===== config.mk =====
export PLATFORM = sky130hd
export DESIGN_NAME = gpio_mask_port
export DESIGN_NICKNAME = d
export VERILOG_FILES = /design/src/rtl/gpio_pkg.sv /design/src/rtl/gpio_sync.sv /design/src/rtl/gpio_ctrl.sv /design/src/rtl/gpio_dpath.sv /design/src/rtl/gpio_mask_port.sv
export SDC_FILE = /design/constraint.sdc
export NUM_CORES = 1
export LEC_CHECK = 0
export BUFFER_PORTS_ARGS = -buffer_cell sky130_fd_sc_hd__buf_4
export CAP_MARGIN = 10
export CORE_MARGIN = 8
export CORE_UTILIZATION = 50
export DETAILED_ROUTE_END_ITERATION = 12
export PLACE_DENSITY = 0.81
export SYNTH_ARGS = -nofsm -noshare
export SYNTH_HDL_FRONTEND = slang
export SYNTH_HIERARCHICAL = 1
export SYNTH_SLANG_ARGS = --single-unit

===== constraint.sdc =====
create_clock -name clk -period 5.65 [get_ports clk]
set_clock_uncertainty 0.15 [all_clocks]
set_input_delay 1.4125 -clock clk [delete_from_list [all_inputs] [get_ports clk]]
set_output_delay 1.4125 -clock clk [all_outputs]
set_load 0.02 [all_outputs]

===== src/rtl/gpio_pkg.sv =====
package gpio_pkg;
  // Strobes from the address decoder to the register datapath
  typedef struct packed {
    logic dataSel;  // access falls in the masked data window
    logic dirSel;   // access hits the direction register
    logic dataWr;   // write into the data window
    logic dirWr;    // write into the direction register
  } gpioStrb_t;
endpackage


===== src/rtl/gpio_sync.sv =====
module gpio_sync #(
  parameter int WIDTH  = 8,
  parameter int STAGES = 2
) (
  input  logic             clk,
  input  logic             rstN,
  input  logic [WIDTH-1:0] din,
  output logic [WIDTH-1:0] dout
);
  logic [WIDTH-1:0] stage [STAGES];

  generate
    for (genvar s = 0; s < STAGES; s++) begin : g_stage
      always_ff @(posedge clk or negedge rstN) begin
        if (!rstN) stage[s] <= '0;
        else if (s == 0) stage[s] <= din;
        else stage[s] <= stage[(s == 0) ? 0 : s-1];
      end
    end
  endgenerate

  assign dout = stage[STAGES-1];

  generate
    if (STAGES == 2) begin : g_chk
      logic [1:0] warm;
      always_ff @(posedge clk or negedge rstN) begin
        if (!rstN) warm <= '0;
        else if (warm != 2'd3) warm <= warm + 2'd1;
      end
      // the output follows the input after exactly two edges
      a_r6_two_edge_latency: assert property (@(posedge clk) disable iff (!rstN)
        (warm == 2'd3) |-> (dout == $past(din, 2)));
    end
  endgenerate
endmodule


===== src/rtl/gpio_ctrl.sv =====
module gpio_ctrl
  import gpio_pkg::*;
#(
  parameter int PINS       = 8,
  parameter int ADDR_W     = 12,
  parameter int DIR_OFFSET = 'h400
) (
  input  logic              clk,
  input  logic              rstN,
  input  logic [ADDR_W-1:0] addr,
  input  logic              wrEn,
  output gpioStrb_t         strb,
  output logic [PINS-1:0]   mask
);
  localparam int MASK_LO = 2;
  localparam int MASK_HI = PINS + MASK_LO - 1;
  localparam int WIN_LSB = PINS + MASK_LO;
  localparam logic [ADDR_W-1:0] DIR_ADDR = ADDR_W'(DIR_OFFSET);

  logic inWindow;
  logic atDir;

  assign inWindow = (addr[ADDR_W-1:WIN_LSB] == '0);
  assign atDir    = (addr == DIR_ADDR);
  assign mask     = addr[MASK_HI:MASK_LO];

  always_comb begin
    strb         = '0;
    strb.dataSel = inWindow;
    strb.dirSel  = atDir && !inWindow;
    strb.dataWr  = inWindow && wrEn;
    strb.dirWr   = strb.dirSel && wrEn;
  end

  // a write strobe fires only for the mapped target of the current address
  a_r8_write_targets: assert property (@(posedge clk) disable iff (!rstN)
    (strb.dataWr || strb.dirWr) |-> (wrEn && (inWindow || atDir)));
endmodule


===== src/rtl/gpio_dpath.sv =====
module gpio_dpath
  import gpio_pkg::*;
#(
  parameter int PINS        = 8,
  parameter int SYNC_STAGES = 2
) (
  input  logic            clk,
  input  logic            rstN,
  input  gpioStrb_t       strb,
  input  logic [PINS-1:0] mask,
  input  logic [PINS-1:0] wrData,
  output logic [PINS-1:0] rdData,
  input  logic [PINS-1:0] padIn,
  output logic [PINS-1:0] padOut,
  output logic [PINS-1:0] padOe
);
  logic [PINS-1:0] dirReg;
  logic [PINS-1:0] outData;
  logic [PINS-1:0] syncIn;
  logic [PINS-1:0] pinView;
  logic [PINS-1:0] wrSel;

  gpio_sync #(.WIDTH(PINS), .STAGES(SYNC_STAGES)) sync_i (
    .clk  (clk),
    .rstN (rstN),
    .din  (padIn),
    .dout (syncIn)
  );

  always_ff @(posedge clk or negedge rstN) begin
    if (!rstN) dirReg <= '0;
    else if (strb.dirWr) dirReg <= wrData;
  end

  // Only selected bits of pins that are outputs take the write
  assign wrSel = mask & dirReg;

  always_ff @(posedge clk or negedge rstN) begin
    if (!rstN) outData <= '0;
    else if (strb.dataWr) outData <= (outData & ~wrSel) | (wrData & wrSel);
  end

  assign pinView = (outData & dirReg) | (syncIn & ~dirReg);

  always_comb begin
    if (strb.dirSel)       rdData = dirReg;
    else if (strb.dataSel) rdData = pinView & mask;
    else                   rdData = '0;
  end

  assign padOut = outData;
  assign padOe  = dirReg;

  // a direction write lands in full on the next edge
  a_r2_dir_load: assert property (@(posedge clk) disable iff (!rstN)
    strb.dirWr |=> (padOe == $past(wrData)));
  // without a direction write the direction holds
  a_r2_dir_hold: assert property (@(posedge clk) disable iff (!rstN)
    !strb.dirWr |=> $stable(padOe));
  // only selected output bits may change on a data write
  a_r3_masked_update: assert property (@(posedge clk) disable iff (!rstN)
    strb.dataWr |=> (((padOut ^ $past(padOut)) & ~($past(mask) & $past(padOe))) == '0));
  // input pins never change their output-data bit
  a_r4_input_hold: assert property (@(posedge clk) disable iff (!rstN)
    1'b1 |=> (((padOut ^ $past(padOut)) & ~$past(padOe)) == '0));
  // bits outside the mask read as zero
  a_r5_unmasked_zero: assert property (@(posedge clk) disable iff (!rstN)
    strb.dataSel |-> ((rdData & ~mask) == '0));
  // unmapped offsets read zero
  a_r8_unmapped_zero: assert property (@(posedge clk) disable iff (!rstN)
    !(strb.dataSel || strb.dirSel) |-> (rdData == '0));
endmodule


===== src/rtl/gpio_mask_port.sv =====
module gpio_mask_port
  import gpio_pkg::*;
#(
  parameter int PINS        = 8,
  parameter int ADDR_W      = 12,
  parameter int DIR_OFFSET  = 'h400,
  parameter int SYNC_STAGES = 2
) (
  input  logic              clk,
  input  logic              rstN,
  input  logic [ADDR_W-1:0] addr,
  input  logic              wrEn,
  input  logic [PINS-1:0]   wrData,
  output logic [PINS-1:0]   rdData,
  input  logic [PINS-1:0]   padIn,
  output logic [PINS-1:0]   padOut,
  output logic [PINS-1:0]   padOe
);
  gpioStrb_t       strb;
  logic [PINS-1:0] mask;

  gpio_ctrl #(.PINS(PINS), .ADDR_W(ADDR_W), .DIR_OFFSET(DIR_OFFSET)) ctrl_i (
    .clk  (clk),
    .rstN (rstN),
    .addr (addr),
    .wrEn (wrEn),
    .strb (strb),
    .mask (mask)
  );

  gpio_dpath #(.PINS(PINS), .SYNC_STAGES(SYNC_STAGES)) dpath_i (
    .clk    (clk),
    .rstN   (rstN),
    .strb   (strb),
    .mask   (mask),
    .wrData (wrData),
    .rdData (rdData),
    .padIn  (padIn),
    .padOut (padOut),
    .padOe  (padOe)
  );
endmodule


==> results.txt <==
* Global-route usage over all layers: 0.141
- Synthesized area per cell: 12.5 um2
- CP required: 4.09 ns
- Width of the die: 70.4 um
- The max-slew violation count is 0.
* Worst min-delay path class: reg2reg
- For this run, design rule violations remaining after detail routing come to 0.
* Final hold viol count: 0
* Final setup violation count: 0
* Most area-consuming cells after synthesis: dfrtp_1 54%, buf_4 8.6%, mux2_4 7.1%
- Number of DRC markers in iteration 0: 52
- After routing, the total negative slack on setup checks comes to 0 ns.
* Detailed-router iteration count before antenna repair: 4
* Maximum count of clock buffers along a single path: 2
* Final estimated routing congestion in global placement: 0.792
- Max transition margin: 0.238
- In this run the tool buffered the top-level ports with 54 buffer cells.
* Most repeated library cell on the critical path: buf_4
- Share of the synthesized area in the top cell type: 0.541
- For this run, the share of the core covered by cells in the final layout is 0.668.
- Number of antenna violations at the first check in global routing: 0
* Clock tree from TritonCTS: yes
- The via count of the first global-routing pass came to 1139.
- Dividing the detail-routed via count by the number of cells gives 5.52.
- Clock tree root driver cell: clkbuf_4
- Global-route wire length before repair: 5550 um
* Type of destination of the critical path: primary output
* Layout cells sized above 1: 0.516
* Biggest cell delay along the critical path: 0.56 ns
* Total standard cell area after synthesis: 1480 um2
* Number of nets in the final layout: 191
* Yosys top cell by area: dfrtp_1
- Effective utilization at floorplan: 0.532
- Derived from the worst setup path, the maximum achievable clock frequency is 220 MHz.
- Total nets after synthesis: 149
* Count of mapped cells out of synthesis: 118
- Synthesized flop and latch total: 32
- Met1 global-route usage: 0.154
* Height of the chip: 70.4 um
* Sink count of the clock tree: 32
* Count of vias placed by the detailed router: 1060
* Maximum number of pins on one net before global-route repair: 33
* Proportion of synthesized chip area in sequential cells: 0.541
- During I/O placement, the number of pins put on the boundary was 55.
- Outcome: complete, no violations
- Cell chain of the critical path: buf_4 > or4_1 > nor3_1 > buf_4 > nand2b_4 > o21ai_0 > buf_4
- Top fanout value on the critical path: 10
* # rows: 19
* Setup repair after global routing missed its margin: no
* Number of warning messages in the yosys log: 6
* Core region area: 2780 um2
- DP Wirelength: 2570 um
- LEAKAGE: 0.000940 uW
* H-tree Lvls: 2
- For this design, the slowest cell found on the critical path is or4_1.
- Data arrival time of the critical path: 2.98 ns
- Clock-pin slew was measured on the worst setup and hold paths at 0.09 ns.
* Max VDD drop: 0.000223 V
- Number of CTS-inserted buffers: 5
- The routed design could run at a clock period as short as 4.54 ns.
- Met3 usage: 0.0395
- Routed WL per cell: 17.6 um
- Across the run, the number of max-cap violations was 0.
* Number of antenna cells inserted: 0
- Number of post-CTS setup repair buffers: 0
* Clock latency of the later-clocked register in the worst-skew pair: 0.33 ns
* Global-route track usage on met2: 0.240
* Critical path start-end classification: in2out
- The floorplan step defined a die boundary enclosing 4960 um2.
* Post-synthesis to final-layout area growth: 25.4%
- Element type at the critical path start: primary input
- In this run, post-CTS repair resized a total of 0 instances.
* Crit share post-route: 0.803
- After synthesis, the netlist uses 24 different library cells.
- Worst-Margin Slew: 1.13 ns
* Overflow after GRT: 0
* Antenna-violating nets left: 0
- Dividing total power by cell area gives a power density of 240 nW/um2.
- After detailed routing, the total wire length is 3380 um.
- Buffers inserted to repair hold after CTS numbered 0.
- In this run the most used layer during global routing was met2.
- Worst hold margin: 0.205 ns
-- per-layer routing --
layer / vias up / routed length, um / part of all wire
met5: - / 0 / 0
li1: 491 / - / -
met1: 520 / 1310 / 0.39
met3: 9 / 173 / 0.051
met2: 40 / 1830 / 0.54
met4: 0 / 70 / 0.021
-- worst max-delay path: cells and delay by family --
family | cells | cell delay [ns]
compound gates | 1 | 0.13
simple gates | 3 | 0.94
buf+inv | 3 | 0.49
-- kinds of logic (layout without fill, tap and decap cells) --
group / after synthesis / in the layout / share of synthesized area
simple gates: 34 / 34 / 0.161
buf+inv: 20 / 63 / 0.105
compound gates: 16 / 16 / 0.0541
flops: 32 / 32 / 0.541
mux: 16 / 16 / 0.139
-- power by group --
group          leakage [uW]  internal (uW)  switching, uW
Combinational      0.000489           19.3           18.2
Sequential         0.000410            235           2.09
Clock             0.0000412           92.2           78.1
Total              0.000940            347           98.4
-- worst paths after layout --
kind                                          start                     end  slack (ns)  cells after the start
min in group asynchronous                      rstN               async pin        0.85                      1
max reg2reg                        dpath_i/padOe[7]                    flop        4.47                      2
max in group asynchronous                      rstN        dpath_i/padOe[7]        4.20                      1
max                                         addr[7]               rdData[0]        1.11                      7
min                        dpath_i/sync_i/stage[15]  dpath_i/sync_i/dout[7]        0.20                      0
min reg2reg                dpath_i/sync_i/stage[15]  dpath_i/sync_i/dout[7]        0.20                      0
-- through the flow --
stage / cell area (um2) / cells / setup slack [ns] / power (uW)
floorplan: 1480 / 118 / 1.39 / 260
finish: 1860 / 192 / 1.11 / 445
detailed placement: 1780 / 184 / 1.14 / 280
CTS: 1860 / 192 / 1.13 / 451
global placement: 1780 / 184 / 1.19 / 279
global route: 1860 / 192 / 1.03 / 463
-- placed cells by master, fill, tap and decap left out, types with 2 or more instances in the layout --
| master | n |
|---|---|
| and3_1 | 7 |
| clkbuf_4 | 5 |
| mux2_2 | 9 |
| nand3_1 | 7 |
| dfrtp_1 | 32 |
| o21ai_0 | 14 |
| buf_4 | 55 |
| mux2_4 | 7 |
| nand3b_1 | 7 |
| nand2_1 | 2 |
-- layout make-up --
cell class                      count  area (um2)
Timing Repair Buffer               55         413
Sequential cell                    32         801
Multi-Input combinational cell     66         524
Clock buffer                        5        37.5
Tap cell                           31        38.8
Clock inverter                      3        42.5
Fill cell                         214         925
-- synth_stat cells (all sizes together) --
cell	n
mux2	16
and2	1
nor3	1
buf	20
nand4bb	1
a21oi	1
or4	2
nand2b	1
nand3	8
nor2	1
nor4	1
nand3b	7
nor3b	1
nand2	2
o21ai	15
or4b	1
and3	7
dfrtp	32
Note: power is estimated with default switching activity, not from simulation.
